## src/rtl/pwm_irq_pkg.sv

```systemverilog
package pwm_irq_pkg;
   localparam int unsigned GEN_COUNT = 3;
   localparam int unsigned FAULT_POS = 16;
   localparam int unsigned BUS_AW    = 8;
   localparam int unsigned BUS_DW    = 32;
   localparam int unsigned SYNC_LEN  = 2;

   localparam logic [7:0] OFS_ENABLE = 8'h14;
   localparam logic [7:0] OFS_RAW    = 8'h18;
   localparam logic [7:0] OFS_MASKED = 8'h1C;

   typedef enum logic [1:0] {
      SEL_NONE,
      SEL_ENABLE,
      SEL_RAW,
      SEL_MASKED
   } reg_sel_e;
endpackage

```

## src/rtl/pwm_irq_fault_catch.sv

```systemverilog
module pwm_irq_fault_catch #(
   parameter int unsigned SYNC_STAGES = 2
) (
   input  logic clk,
   input  logic rst_n,
   input  logic fault_in,
   input  logic clear_req,
   output logic fault_flag
);
   localparam int unsigned TOP = SYNC_STAGES - 1;

   if (SYNC_STAGES < 2) begin : g_bad_sync
      $error("pwm_irq_fault_catch: SYNC_STAGES must be at least 2");
   end

   logic [TOP:0] chain_q;
   logic         prev_q;
   logic         detect;
   logic         flag_q;

   always_ff @(posedge clk or negedge rst_n) begin
      if (!rst_n) begin
         chain_q <= '0;
         prev_q  <= 1'b0;
      end else begin
         chain_q <= {chain_q[TOP-1:0], fault_in};
         prev_q  <= chain_q[TOP];
      end
   end

   assign detect = chain_q[TOP] & ~prev_q;

   // A new detection outranks a clear in the same cycle.
   always_ff @(posedge clk or negedge rst_n) begin
      if (!rst_n)          flag_q <= 1'b0;
      else if (detect)     flag_q <= 1'b1;
      else if (clear_req)  flag_q <= 1'b0;
   end

   assign fault_flag = flag_q;

   assert_set_wins_R8: assert property (@(posedge clk) disable iff (!rst_n)
      (detect && clear_req) |=> fault_flag);

   assert_clear_R7: assert property (@(posedge clk) disable iff (!rst_n)
      (clear_req && !detect) |=> !fault_flag);

   assert_edge_only_R9: assert property (@(posedge clk) disable iff (!rst_n)
      (!fault_flag && !detect) |=> !fault_flag);

   assert_sticky_R4: assert property (@(posedge clk) disable iff (!rst_n)
      (fault_flag && !clear_req) |=> fault_flag);
endmodule

```

## src/rtl/pwm_irq_combine.sv

```systemverilog
module pwm_irq_combine #(
   parameter int unsigned NUM_GEN   = 3,
   parameter int unsigned DATA_W    = 32,
   parameter int unsigned FAULT_BIT = 16
) (
   input  logic              clk,
   input  logic              rst_n,
   input  logic [NUM_GEN-1:0] gen_irq,
   input  logic              fault_flag,
   input  logic [DATA_W-1:0] enable_vec,
   output logic [DATA_W-1:0] raw_vec,
   output logic [DATA_W-1:0] masked_vec,
   output logic              irq_out
);
   if (FAULT_BIT < NUM_GEN || FAULT_BIT >= DATA_W) begin : g_bad_layout
      $error("pwm_irq_combine: fault bit overlaps generators or exceeds width");
   end

   for (genvar b = 0; b < DATA_W; b++) begin : g_bit
      if (b < NUM_GEN) begin : g_gen
         assign raw_vec[b] = gen_irq[b];
      end else if (b == FAULT_BIT) begin : g_flt
         assign raw_vec[b] = fault_flag;
      end else begin : g_rsv
         assign raw_vec[b] = 1'b0;
      end
   end

   assign masked_vec = raw_vec & enable_vec;
   assign irq_out    = |masked_vec;

   assert_quiet_R6: assert property (@(posedge clk) disable iff (!rst_n)
      (enable_vec == '0) |-> !irq_out);

   assert_fault_path_R6: assert property (@(posedge clk) disable iff (!rst_n)
      (fault_flag && enable_vec[FAULT_BIT]) |-> irq_out);
endmodule

```

## src/rtl/pwm_irq_regs.sv

```systemverilog
module pwm_irq_regs
   import pwm_irq_pkg::*;
#(
   parameter int unsigned NUM_GEN   = 3,
   parameter int unsigned ADDR_W    = 8,
   parameter int unsigned DATA_W    = 32,
   parameter int unsigned FAULT_BIT = 16
) (
   input  logic              clk,
   input  logic              rst_n,
   input  logic              bus_sel,
   input  logic              bus_wr,
   input  logic [ADDR_W-1:0] bus_addr,
   input  logic [DATA_W-1:0] bus_wdata,
   input  logic [DATA_W-1:0] raw_vec,
   input  logic [DATA_W-1:0] masked_vec,
   output logic [DATA_W-1:0] bus_rdata,
   output logic [DATA_W-1:0] enable_vec,
   output logic              clear_req
);
   localparam logic [DATA_W-1:0] EN_MASK =
      (DATA_W'(1) << FAULT_BIT) | ((DATA_W'(1) << NUM_GEN) - DATA_W'(1));

   if (ADDR_W < 5) begin : g_bad_addr
      $error("pwm_irq_regs: ADDR_W too small for the register offsets");
   end

   reg_sel_e          sel;
   logic [DATA_W-1:0] en_q;

   always_comb begin
      if      (bus_addr == ADDR_W'(OFS_ENABLE)) sel = SEL_ENABLE;
      else if (bus_addr == ADDR_W'(OFS_RAW))    sel = SEL_RAW;
      else if (bus_addr == ADDR_W'(OFS_MASKED)) sel = SEL_MASKED;
      else                                      sel = SEL_NONE;
   end

   always_ff @(posedge clk or negedge rst_n) begin
      if (!rst_n)
         en_q <= '0;
      else if (bus_sel && bus_wr && sel == SEL_ENABLE)
         en_q <= bus_wdata & EN_MASK;
   end

   assign clear_req  = bus_sel && bus_wr && (sel == SEL_MASKED) && bus_wdata[FAULT_BIT];
   assign enable_vec = en_q;

   always_comb begin
      unique case (sel)
         SEL_ENABLE: bus_rdata = en_q;
         SEL_RAW:    bus_rdata = raw_vec;
         SEL_MASKED: bus_rdata = masked_vec;
         default:    bus_rdata = '0;
      endcase
   end

   assert_reserved_R2: assert property (@(posedge clk) disable iff (!rst_n)
      (bus_rdata & ~EN_MASK) == '0);

   assert_enable_hold_R10: assert property (@(posedge clk) disable iff (!rst_n)
      !(bus_sel && bus_wr && sel == SEL_ENABLE) |=> $stable(en_q));
endmodule

```

## src/rtl/pwm_irq_hub.sv

```systemverilog
module pwm_irq_hub
   import pwm_irq_pkg::*;
#(
   parameter int unsigned NUM_GEN     = GEN_COUNT,
   parameter int unsigned ADDR_W      = BUS_AW,
   parameter int unsigned DATA_W      = BUS_DW,
   parameter int unsigned FAULT_BIT   = FAULT_POS,
   parameter int unsigned SYNC_STAGES = SYNC_LEN
) (
   input  logic               clk,
   input  logic               rst_n,
   input  logic               fault_in,
   input  logic [NUM_GEN-1:0] gen_irq,
   input  logic               bus_sel,
   input  logic               bus_wr,
   input  logic [ADDR_W-1:0]  bus_addr,
   input  logic [DATA_W-1:0]  bus_wdata,
   output logic [DATA_W-1:0]  bus_rdata,
   output logic               irq_out
);
   logic              fault_flag;
   logic              clear_req;
   logic [DATA_W-1:0] enable_vec;
   logic [DATA_W-1:0] raw_vec;
   logic [DATA_W-1:0] masked_vec;

   pwm_irq_fault_catch #(.SYNC_STAGES(SYNC_STAGES)) u_fault (
      .clk        (clk),
      .rst_n      (rst_n),
      .fault_in   (fault_in),
      .clear_req  (clear_req),
      .fault_flag (fault_flag)
   );

   pwm_irq_combine #(.NUM_GEN(NUM_GEN), .DATA_W(DATA_W), .FAULT_BIT(FAULT_BIT)) u_comb (
      .clk        (clk),
      .rst_n      (rst_n),
      .gen_irq    (gen_irq),
      .fault_flag (fault_flag),
      .enable_vec (enable_vec),
      .raw_vec    (raw_vec),
      .masked_vec (masked_vec),
      .irq_out    (irq_out)
   );

   pwm_irq_regs #(.NUM_GEN(NUM_GEN), .ADDR_W(ADDR_W), .DATA_W(DATA_W),
                  .FAULT_BIT(FAULT_BIT)) u_regs (
      .clk        (clk),
      .rst_n      (rst_n),
      .bus_sel    (bus_sel),
      .bus_wr     (bus_wr),
      .bus_addr   (bus_addr),
      .bus_wdata  (bus_wdata),
      .raw_vec    (raw_vec),
      .masked_vec (masked_vec),
      .bus_rdata  (bus_rdata),
      .enable_vec (enable_vec),
      .clear_req  (clear_req)
   );
endmodule

```

## config.mk

```make
export PLATFORM = sky130hd
export DESIGN_NAME = pwm_irq_hub
export DESIGN_NICKNAME = d
export VERILOG_FILES = /design/src/rtl/pwm_irq_pkg.sv /design/src/rtl/pwm_irq_fault_catch.sv /design/src/rtl/pwm_irq_combine.sv /design/src/rtl/pwm_irq_regs.sv /design/src/rtl/pwm_irq_hub.sv
export SDC_FILE = /design/constraint.sdc
export NUM_CORES = 1
export LEC_CHECK = 0
export ABC_AREA = 1
export BUFFER_PORTS_ARGS = -buffer_cell sky130_fd_sc_hd__buf_2
export CORE_AREA = 2 2 76 78
export CTS_CLUSTER_SIZE = 40
export DETAILED_ROUTE_END_ITERATION = 6
export DIE_AREA = 0 0 78 80
export GPL_ROUTABILITY_DRIVEN = 0
export GPL_TIMING_DRIVEN = 0
export MAX_ROUTING_LAYER = met4
export PLACE_DENSITY = 0.52
export SLEW_MARGIN = 15
export SYNTH_ARGS = -nofsm -noshare
export SYNTH_HDL_FRONTEND = slang
export SYNTH_HIERARCHICAL = 1
export SYNTH_SLANG_ARGS = --single-unit
```

## constraint.sdc

```tcl
create_clock -name clk -period 1.4 [get_ports clk]
set_input_delay 0.28 -clock clk [delete_from_list [all_inputs] [get_ports clk]]
set_output_delay 0.28 -clock clk [all_outputs]
set_load 0.03 [all_outputs]
```

; ---- Word-level counts from Yosys, hierarchy flattened
; Cells that the tools add are included.
[op_classes]
mux = 6
reduce_logical = 6
bitwise = 3
n_eq_ne = 6
[ops]
columns = operator, count
row1 = $pmux W17 S3, 1
row2 = $reduce_or A32 Y1, 1
row3 = $eq A8 B5 Y1 const B, 3
row4 = $and A17 B17 Y17, 1
row5 = $mux W2, 3
row6 = $eq A2 B2 Y1 const B, 2
row7 = $logic_and A1 B1 Y1, 4
row8 = $eq A2 B1 Y1 const B, 1
row9 = $mux W1, 2
row10 = $reduce_bool A2 Y1, 1
row11 = $and A1 B1 Y1, 1
row12 = $not A1 Y1, 1
[totals]
out_inout_bits = 33
regBits = 8
inputBits = 48
elab_cells = 25

; ---- Depth between registers and ports, before layout
; Gate-level depths: netlist of the first run.
[depth]
ltp_word = 9
depth_mapped = 8

; ---- By module
; The synthesis of the first run kept the hierarchy.
[by_module_without_submodules]
columns = module, cells_each, area_each_um2, instances
row1 = pwm_irq_regs, 176, 970.9, 1
row2 = pwm_irq_combine, 74, 503.0, 1
row3 = pwm_irq_fault_catch, 9, 118.9, 1

; ---- Least setup slack after synthesis of the first run
; Ideal clock, no wire load.
[synth_path]
path_kind = input port to output port
from = input port bus_addr[6]
to = output port bus_rdata[0]
path_buffers = 1
setup_slack_ns = 0.027
path_stages = 6
arrival_time_ns = 1.093
path_cell_list = inv_1 -> nand2_1 -> nor2_4 -> buf_2 -> nand3_1 -> nand3_1
[synth_between]
elab_chain_cells = 6
[synth_rtl]
columns = item, line
row1 = "start, declared", pwm_irq_hub.sv:16  ; input logic [ADDR_W-1:0] bus_addr,
row2 = $eq A8 B5 Y1, pwm_irq_regs.sv:34  ; else if (bus_addr == ADDR_W'(OFS_MASKED)) sel = SEL_MASKED;
row3 = $mux W2, pwm_irq_regs.sv:34
row4 = $mux W2, pwm_irq_regs.sv:33  ; else if (bus_addr == ADDR_W'(OFS_RAW)) sel = SEL_RAW;
row5 = $mux W2 *, pwm_irq_regs.sv:32  ; if (bus_addr == ADDR_W'(OFS_ENABLE)) sel = SEL_ENABLE;
row6 = $eq A2 B2 Y1 or $eq A2 B1 Y1 (tied branches), pwm_irq_regs.sv:49  ; unique case (sel)
row7 = $pmux W17 S3 *, pwm_irq_regs.sv:49
row8 = "end, declared", pwm_irq_hub.sv:18  ; output logic [DATA_W-1:0] bus_rdata,
; Every way passes the cells marked *; elsewhere a longest branch is shown, timed or not.

; ---- Worst setup path in the final report of the first run
[layout_path]
from = input port bus_addr[6]
to = output port bus_rdata[1]
; Same word-level chain as after synthesis.

==> results of run 1 <==
[cell usage in the layout, fill, tap and decap left out]
master / count
buf_4: 65
nand3_2: 3
dfrtp_1: 8
and2_1: 1
buf_12: 1
nand2_4: 1
buf_2: 22
nand2_2: 12
inv_2: 1
buf_6: 7
clkbuf_8: 3
nand3_1: 14
nor2_4: 4
clkinv_2: 1
nand2_1: 98
inv_1: 15
dlygate4sd3_1: 1
conb_1: 56
nand4_1: 4
nor2_1: 1
[timing repair]
action                                  in CTS  in global routing
hold endpoints to repair                     8                  0
gates resized for setup                      6                 11
pin swaps                                    2                  7
hold buffers                                 1                  0
buffers inserted                             3                  2
endpoints found under the setup margin       4                  4
[metal layers]
| layer | up-vias | routed length (um) | share of wire, % | GRT usage, % |
|---|---|---|---|---|
| li1 | 755 | - | - | - |
| met1 | 516 | 1180 | 44 | 9.18 |
| met2 | 31 | 1360 | 50 | 16.3 |
| met3 | 2 | 161 | 5.9 | 1.58 |
| met4 | 0 | 7 | 0.26 | 2.63 |
| met5 | - | 0 | 0 | - |
[layout make-up]
class                      instances  area, um^2
buffer                            66         514
clock buffer                       3        41.3
fill                             615        3460
inverter                          17        65.1
multi-input combinational        194         845
sequential                         8         200
tap                               72        90.1
timing repair buffer              30         193
[worst paths after layout]
| path | slack (ns) | depth (start not counted) | from | end |
|---|---|---|---|---|
| worst min-delay path | 0.16 | 1 | fault_in | u_fault/chain_q[0] |
| worst min register to register | 0.35 | 0 | u_fault/chain_q[0] | u_fault/chain_q[1] |
| max in group asynchronous | 0.81 | 2 | rst_n | u_fault/fault_flag |
| worst max register to register | 0.65 | 3 | u_regs/enable_vec[2] | u_regs/enable_vec[2] |
| worst max-delay path | 0.05 | 8 | bus_addr[6] | bus_rdata[1] |
| min in group asynchronous | 0.42 | 2 | rst_n | u_regs/enable_vec[0] |
[worst max-delay path: stages]
cell	delay, ns
buf_2	0.09
inv_1	0.04
nand2_1	0.08
nor2_4	0.11
buf_6	0.14
nand3_1	0.10
nand3_2	0.10
buf_6	0.13
[registers in the layout (all words and copies together) (netlist names)]
register and count:
u_fault/prev_q 1, u_regs/enable_vec 4, u_fault/fault_flag 1, u_fault/chain_q 2
[per-stage QoR]
step | worst slack, ns | std cells | hold WS [ns]
2_1_floorplan | 0.0273 | 285 | -0.0156
3_5_place_dp | -0.209 | 381 | 0.131
6_report | 0.0466 | 390 | 0.163
5_1_grt | -0.00579 | 390 | 0.150
3_3_place_gp | -0.209 | 381 | 0.133
4_1_cts | 0.00241 | 388 | 0.158
[power by group]
group | internal [mW] | leakage (nW) | switching (mW) | total (mW)
Sequential | 0.240 | 0.0992 | 0.00410 | 0.244
Combinational | 0.144 | 1.17 | 0.100 | 0.245
Clock | 0.186 | 0.0216 | 0.0836 | 0.269
==> metrics.log, run 1 <==
[metrics] final antenna-violating net count: 0
[metrics] Worst Clk Skew: 0.0000412 ns
[metrics] RSZ-0062 raised after global routing: true
[metrics] initial antenna violation count: 0
[metrics] Design Area, Final: 1950 um^2
[metrics] Maximum Capacitance Violations: 0
[metrics] total via count after detailed routing: 1304
[metrics] vertical extent of the die: 80 um
[metrics] number of diodes: 0
[metrics] Starting Density: 25.5%
[metrics] crit path capture type: output pin
[metrics] Iteration-0 DRC Markers: 37
[metrics] HPWL after DPL: 2150 um
[metrics] Final Power: 0.758 mW
[metrics] max-slew violations: 0
[metrics] placed standard-cell area: 1800 um^2
[metrics] worst-path maximum fanout: 8
[metrics] Avg Cell Area, Syn: 5.99 um^2
[metrics] number of I/O port buffers: 24
[metrics] number of CTS-inserted buffers: 3
[metrics] Remaining Overflow, GRT: 0
[metrics] crit path time final: 1.35 ns
[metrics] required time at the endpoint of the critical path: 1.12 ns
[metrics] Final Hold Viols: 0
[metrics] Startpoint Class: input pin
[metrics] Max Buffers Root-to-Sink: 2
[metrics] type of the worst setup path: in -> out
[metrics] Synthesis Warnings: 6
[metrics] worst hold path class: in -> reg
[metrics] clock network latency to the later pin of the worst-skew pair: 0.22 ns
[metrics] post-detailed-routing wire length: 2720 um
[metrics] layout cells sized above 1: 37.7%
[metrics] net total in the final layout: 368
[metrics] clock transition at the registers of the reported paths: 0.04 ns
[metrics] total number of placement rows: 27
[metrics] number of H-tree levels: 1
[metrics] critical path arrival: 1.07 ns
[metrics] portion of the clock cycle consumed by the worst path in the final layout: 96.7%
[metrics] iteration count of the initial detailed-routing pass: 4
[metrics] post-detailed-route wirelength per cell: 6.96 um
[metrics] Leakage Power: 1.29 nW
[metrics] cell chosen for the clock root: clkbuf_8
[metrics] DIE AREA: 6240 um^2
[metrics] pin count of the biggest net entering global routing: 11
[metrics] Remaining DRCs: 0
[metrics] core area: 5410 um^2
[metrics] CTS tree: built
[metrics] die extent in x: 78 um
[metrics] Total Routing Usage GR: 8.64%
[metrics] Max rail drop VDD: 539 uV
[metrics] Highest Clock Rate: 0.739 GHz
[metrics] outcome: complete, no violations
[metrics] final core utilization: 36.0%
[metrics] post-synthesis cell count: 230
[metrics] area of the mapped netlist: 1380 um^2
[metrics] number of global-route vias before repair: 1083
[metrics] total of endpoints with negative setup slack in the final report: 0
[metrics] Total Neg Setup Slack: 0 ns
[metrics] per-cell via count in the routed design: 3.34
[metrics] growth of design area from synthesis to finish: 41.3%
[metrics] power per cell area: 389 nW/um^2
[metrics] number of ports placed on the die boundary: 81
[metrics] first-pass GRT wire length: 4370 um
[metrics] CTS Sinks: 8
Note: power is estimated with default switching activity, not from simulation.
==> run 2: changes to the inputs <==
Settings changed: PLACE_DENSITY 0.52 to 0.62, SKIP_CTS_REPAIR_TIMING set to 1.
==> metrics.log, run 2 (synthesis gave the netlist of run 1 again) <==
[metrics] outcome: complete, no violations
[metrics] post-detailed-routing wire length: 2910 um (+7.1%)
[metrics] cell chosen for the clock root: clkbuf_8
[metrics] total number of placement rows: 27 (unchanged)
[metrics] Highest Clock Rate: 0.720 GHz (-2.6%)
[metrics] Startpoint Class: input pin
[metrics] required time at the endpoint of the critical path: 1.12 ns (about the same)
[metrics] Final Power: 0.772 mW (+1.9%)
[metrics] number of H-tree levels: 1 (unchanged)
[metrics] Remaining DRCs: 0 (unchanged)
[metrics] iteration count of the initial detailed-routing pass: 2 (-2)
[metrics] Remaining Overflow, GRT: 0 (unchanged)
[metrics] CTS Sinks: 8 (unchanged)
[metrics] growth of design area from synthesis to finish: 46.5%
[metrics] portion of the clock cycle consumed by the worst path in the final layout: 99.3% (+2.6 points)
[metrics] post-detailed-route wirelength per cell: 7.42 um (+6.5%)
[metrics] clock network latency to the later pin of the worst-skew pair: 0.22 ns (about the same)
[metrics] number of CTS-inserted buffers: 3 (unchanged)
[metrics] pin count of the biggest net entering global routing: 11 (unchanged)
[metrics] placed standard-cell area: 1800 um^2 (unchanged)
[metrics] Starting Density: 25.5% (unchanged)
[metrics] Max Buffers Root-to-Sink: 2 (unchanged)
[metrics] minimum setup slack in the final design: 0.0103 ns (-0.0363 ns)
[metrics] layout cells sized above 1: 41.3% (+3.5 points)
[metrics] worst-path maximum fanout: 7 (-1)
[metrics] crit path capture type: output pin
[metrics] die extent in x: 78 um (unchanged)
[metrics] HPWL after DPL: 2190 um (+1.7%)
[metrics] Total Routing Usage GR: 9.25% (+0.61 points)
[metrics] Design Area, Final: 2020 um^2 (+3.7%)
[metrics] Iteration-0 DRC Markers: 21 (-43%)
[metrics] total via count after detailed routing: 1346 (+3.2%)
[metrics] commonest cells after routing, fill and taps aside: 98 x nand2_1, 66 x buf_4, 56 x conb_1
[metrics] type of the worst setup path: in -> out
[metrics] number of global-route vias before repair: 1103 (+1.8%)
[metrics] DP Cell Count: 381 (unchanged)
[metrics] number of ports placed on the die boundary: 81 (unchanged)
[metrics] net total in the final layout: 370 (+0.54%)
[metrics] minimum setup slack after placement: -0.234 ns (-0.0257 ns)
[metrics] commonest non-fill, non-tap cell in the layout: nand2_1
[metrics] RSZ-0062 raised after global routing: true
[metrics] final cell count without fillers: 392 (+0.51%)
[metrics] final antenna-violating net count: 0 (unchanged)
[metrics] number of diodes: 0 (unchanged)
[metrics] Final Hold Viols: 0 (unchanged)
[metrics] number of I/O port buffers: 24 (unchanged)
[metrics] Max rail drop VDD: 397 uV (-26%)
[metrics] Worst Clk Skew: 0.000110 ns (+0.0000690 ns)
[metrics] vertical extent of the die: 80 um (unchanged)
[metrics] Maximum Capacitance Violations: 0 (unchanged)
[metrics] first-pass GRT wire length: 4630 um (+6.0%)
[metrics] worst hold path class: in -> reg
[metrics] final core utilization: 37.4% (+1.3 points)
[metrics] CTS tree: built
[metrics] per-cell via count in the routed design: 3.43 (+2.7%)
[metrics] max-slew violations: 0 (unchanged)
[metrics] power per cell area: 382 nW/um^2 (-1.7%)
[metrics] core area: 5410 um^2 (unchanged)
[metrics] Largest register FFs: 4 (unchanged)
[metrics] total of endpoints with negative setup slack in the final report: 0 (unchanged)
[metrics] initial antenna violation count: 0 (unchanged)
[metrics] crit path time final: 1.39 ns (+0.0363 ns)
[metrics] Leakage Power: 1.31 nW (+1.6%)
[metrics] clock transition at the registers of the reported paths: 0.04 ns (about the same)
[metrics] critical path arrival: 1.11 ns (+0.04 ns)
[metrics] DIE AREA: 6240 um^2 (unchanged)
[run 2: cell count changes in the layout (fill, tap and decap cells not counted), sizes merged]
cell | previous run | this run
buf | 95 | 97
[run 2: per-stage QoR]
stage / hold WS, ns / setup TNS (ns)
CTS: -0.105 / -0.910
floorplan: -0.0156 / 0
detailed placement: 0.136 / -0.900
global placement: 0.129 / -0.900
global route: 0.166 / -0.0675
finish: 0.165 / 0
[run 2: final cells by class]
cell class,instances,area [um^2]
Buffer,66,514
Timing Repair Buffer,32,224
Multi-Input combinational cell,194,885
Inverter,17,65.1
Sequential cell,8,200
Tap cell,72,90.1
Clock buffer,3,41.3
Fill cell,597,3390
[run 2: worst max-delay path: stages]
cell,delay (ns)
buf_6,0.09
inv_2,0.04
nand2_2,0.06
nor2_4,0.17
buf_6,0.17
nand3_2,0.08
nand3_2,0.10
buf_6,0.13
[run 2: worst paths after layout]
| path | startpoint | endpoint | slack (ns) | depth (start not counted) |
|---|---|---|---|---|
| max in group asynchronous | rst_n | u_fault/fault_flag | 0.80 | 2 |
| max reg2reg | u_regs/enable_vec[1] | u_regs/enable_vec[1] | 0.55 | 4 |
| min | fault_in | u_fault/chain_q[0] | 0.16 | 1 |
| max | bus_addr[7] | bus_rdata[1] | 0.01 | 8 |
| min in group asynchronous | rst_n | u_regs/enable_vec[16] | 0.43 | 2 |
| min reg2reg | u_fault/chain_q[0] | u_fault/chain_q[1] | 0.35 | 0 |
[run 2: metal layers]
metal | up-vias | GRT usage (%) | routed length, um
li1 | 759 | - | -
met1 | 547 | 11.2 | 1330
met4 | 0 | 3.16 | 46
met5 | - | - | 0
met3 | 6 | 1.13 | 140
met2 | 34 | 15.9 | 1390
[run 2: power breakdown]
| group | total [mW] | internal (mW) | switching [mW] |
|---|---|---|---|
| Clock | 0.271 | 0.186 | 0.0856 |
| Combinational | 0.257 | 0.150 | 0.107 |
| Sequential | 0.244 | 0.240 | 0.00394 |
| Total | 0.772 | 0.576 | 0.196 |
==> run 3: changes to the inputs <==
Settings changed: ABC_AREA 1 to not set.
==> metrics.log, run 3 <==
[metrics] total of endpoints with negative setup slack in the final report: 5 (+5)
[metrics] iteration count of the initial detailed-routing pass: 3 (+1)
[metrics] clock transition at the registers of the reported paths: 0.04 ns (about the same)
[metrics] Starting Density: 25.2% (-0.28 points)
[metrics] area of the mapped netlist: 1360 um^2 (-1.1%)
[metrics] crit-path max cell delay: 0.51 ns (+0.34 ns)
[metrics] final cell count without fillers: 326 (-17%)
[metrics] clock network latency to the later pin of the worst-skew pair: 0.22 ns (about the same)
[metrics] total number of placement rows: 27 (unchanged)
[metrics] CP max stage cell: or4_4
[metrics] slew at the pin with the worst max-slew slack: 0.571 ns
[metrics] Filler Cells Inserted: 615 (+3.0%)
[metrics] Remaining DRCs: 0 (unchanged)
[metrics] Remaining Overflow, GRT: 0 (unchanged)
[metrics] Max Buffers Root-to-Sink: 2 (unchanged)
[metrics] Total Routing Usage GR: 8.42% (-0.83 points)
[metrics] layout cells sized above 1: 46.9% (+5.6 points)
[metrics] number of I/O port buffers: 23 (-4.2%)
[metrics] Worst setup startpoint: u_regs/enable_vec[0]
[metrics] area occupied by multi-input gates: 902 um^2 (+2.0%)
[metrics] internal power summed over all cells: 0.630 mW (+9.4%)
[metrics] die extent in x: 78 um (unchanged)
[metrics] crit path capture type: output pin
[metrics] Largest register FFs: 4 (unchanged)
[metrics] type of the worst setup path: reg -> out
[metrics] number of diodes: 0 (unchanged)
[metrics] minimum setup slack after placement: -0.128 ns (+0.106 ns)
[metrics] final core utilization: 35.8% (-1.6 points)
[metrics] flop2flop setup slack: 0.49 ns (-0.06 ns)
[metrics] outcome: finished with violations
[metrics] power per cell area: 435 nW/um^2 (+14%)
[metrics] CTS Sinks: 8 (unchanged)
[metrics] Iteration-0 DRC Markers: 16 (-24%)
[metrics] required time at the endpoint of the critical path: 1.12 ns (about the same)
[metrics] CTS tree: built
[metrics] cell chosen for the clock root: clkbuf_8
[metrics] post-detailed-routing wire length: 2840 um (-2.3%)
[metrics] Final Power: 0.841 mW (+8.9%)
[metrics] Total Neg Setup Slack: -1.36 ns (-1.36 ns)
[metrics] clock share of power: 31.5% (-3.6 points)
[metrics] hold path start: fault_in
[metrics] growth of design area from synthesis to finish: 41.8%
[metrics] core area: 5410 um^2 (unchanged)
[metrics] net switching share of the total power: 25.1% (-0.34 points)
[metrics] portion of the clock cycle consumed by the worst path in the final layout: 122% (+23 points)
[metrics] Synthesis Warnings: 6 (unchanged)
[metrics] Gate power share: 39.5% (+6.2 points)
[metrics] number of global-route vias before repair: 994 (-9.9%)
[metrics] RSZ-0062 raised after global routing: true
[metrics] HPWL after DPL: 2190 um (about the same)
[metrics] total via count after detailed routing: 1137 (-16%)
[metrics] commonest non-fill, non-tap cell in the layout: buf_4
[metrics] DP Cell Count: 316 (-17%)
[metrics] net total in the final layout: 304 (-18%)
[metrics] max-slew violations: 0 (unchanged)
[metrics] Reg area: 200 um^2 (unchanged)
[metrics] vertical extent of the die: 80 um (unchanged)
[metrics] failing checks: negative setup slack
[metrics] number of ports placed on the die boundary: 81 (unchanged)
[metrics] Avg Cell Area, Syn: 8.22 um^2 (+37%)
[metrics] final-layout worst hold slack: 0.172 ns (+0.00710 ns)
[metrics] per-cell via count in the routed design: 3.49 (+1.6%)
[metrics] launch instance of the worst register-to-register path: u_regs/enable_vec[0]
[metrics] Worst Clk Skew: 0.000956 ns (+0.000846 ns)
[metrics] DIE AREA: 6240 um^2 (unchanged)
[metrics] Maximum Capacitance Violations: 0 (unchanged)
[metrics] minimum setup slack in the final design: -0.312 ns (-0.322 ns)
[metrics] critical path arrival: 1.43 ns (+0.32 ns)
[metrics] Max-Slew Margin vs Limit: 61.8%
[metrics] final antenna-violating net count: 0 (unchanged)
[metrics] Final Hold Viols: 0 (unchanged)
[metrics] number of H-tree levels: 1 (unchanged)
[metrics] net switching power figure: 0.211 mW (+7.5%)
[metrics] post-synthesis cell count: 166 (-28%)
[metrics] initial antenna violation count: 0 (unchanged)
[metrics] Leakage Power: 1.14 nW (-13%)
[metrics] first-pass GRT wire length: 4120 um (-11%)
[metrics] Design Area, Final: 1930 um^2 (-4.2%)
[metrics] worst hold path class: in -> reg
[metrics] worst-path maximum fanout: 3 (-4)
[metrics] Max rail drop VDD: 354 uV (-11%)
[metrics] placed standard-cell area: 1780 um^2 (-0.91%)
[metrics] Startpoint Class: flop
[metrics] sequential group share of total power: 29.1% (-2.5 points)
[metrics] post-detailed-route wirelength per cell: 8.71 um (+18%)
[metrics] Highest Clock Rate: 0.584 GHz (-19%)
[metrics] pin count of the biggest net entering global routing: 11 (unchanged)
[metrics] commonest cells after routing, fill and taps aside: 72 x buf_4, 56 x conb_1, 33 x nor2_1
[metrics] crit path time final: 1.71 ns (+0.322 ns)
[metrics] number of CTS-inserted buffers: 3 (unchanged)
[metrics] crit-path cells: and2_4, or4_4, buf_6
## run 3: worst paths after layout
check | end | cells past startpoint
max reg2reg | u_regs/enable_vec[0] | 2
max in group asynchronous | u_regs/enable_vec[0] | 2
min | u_fault/chain_q[0] | 1
min reg2reg | u_fault/chain_q[1] | 0
max | irq_out | 3
min in group asynchronous | u_fault/chain_q[0] | 2
## run 3: area by class of cell
type                            count  area share, %
Clock buffer                        3           2.13
Buffer                             68           26.2
Timing Repair Buffer               30           9.64
Inverter                            2          0.388
Tap cell                           72           4.66
Sequential cell                     8           10.3
Multi-Input combinational cell    143           46.6
## run 3: layer usage
metal  vias up  track usage, %  wire (um)
li1        606               -          -
met1       499            10.1       1270
met2        32            14.9       1450
met3         0            1.92        128
met4         0            1.05          0
met5         -               -          0
## run 3: critical path: cells and delay by family, from the launching register on
kind	cells	cell delay, ns
buf+inv	1	0.15
flops	1	0.40
simple gates	2	0.66
## run 3: power by group through the flow
stage                     combinational, mW  sequential, mW  clock, mW
after floorplan                       0.251           0.246          0
after global placement                0.298           0.247          0
after detailed placement              0.298           0.248          0
after CTS                             0.299           0.244      0.277
after global routing                  0.368           0.246      0.291
final                                 0.332           0.245      0.265
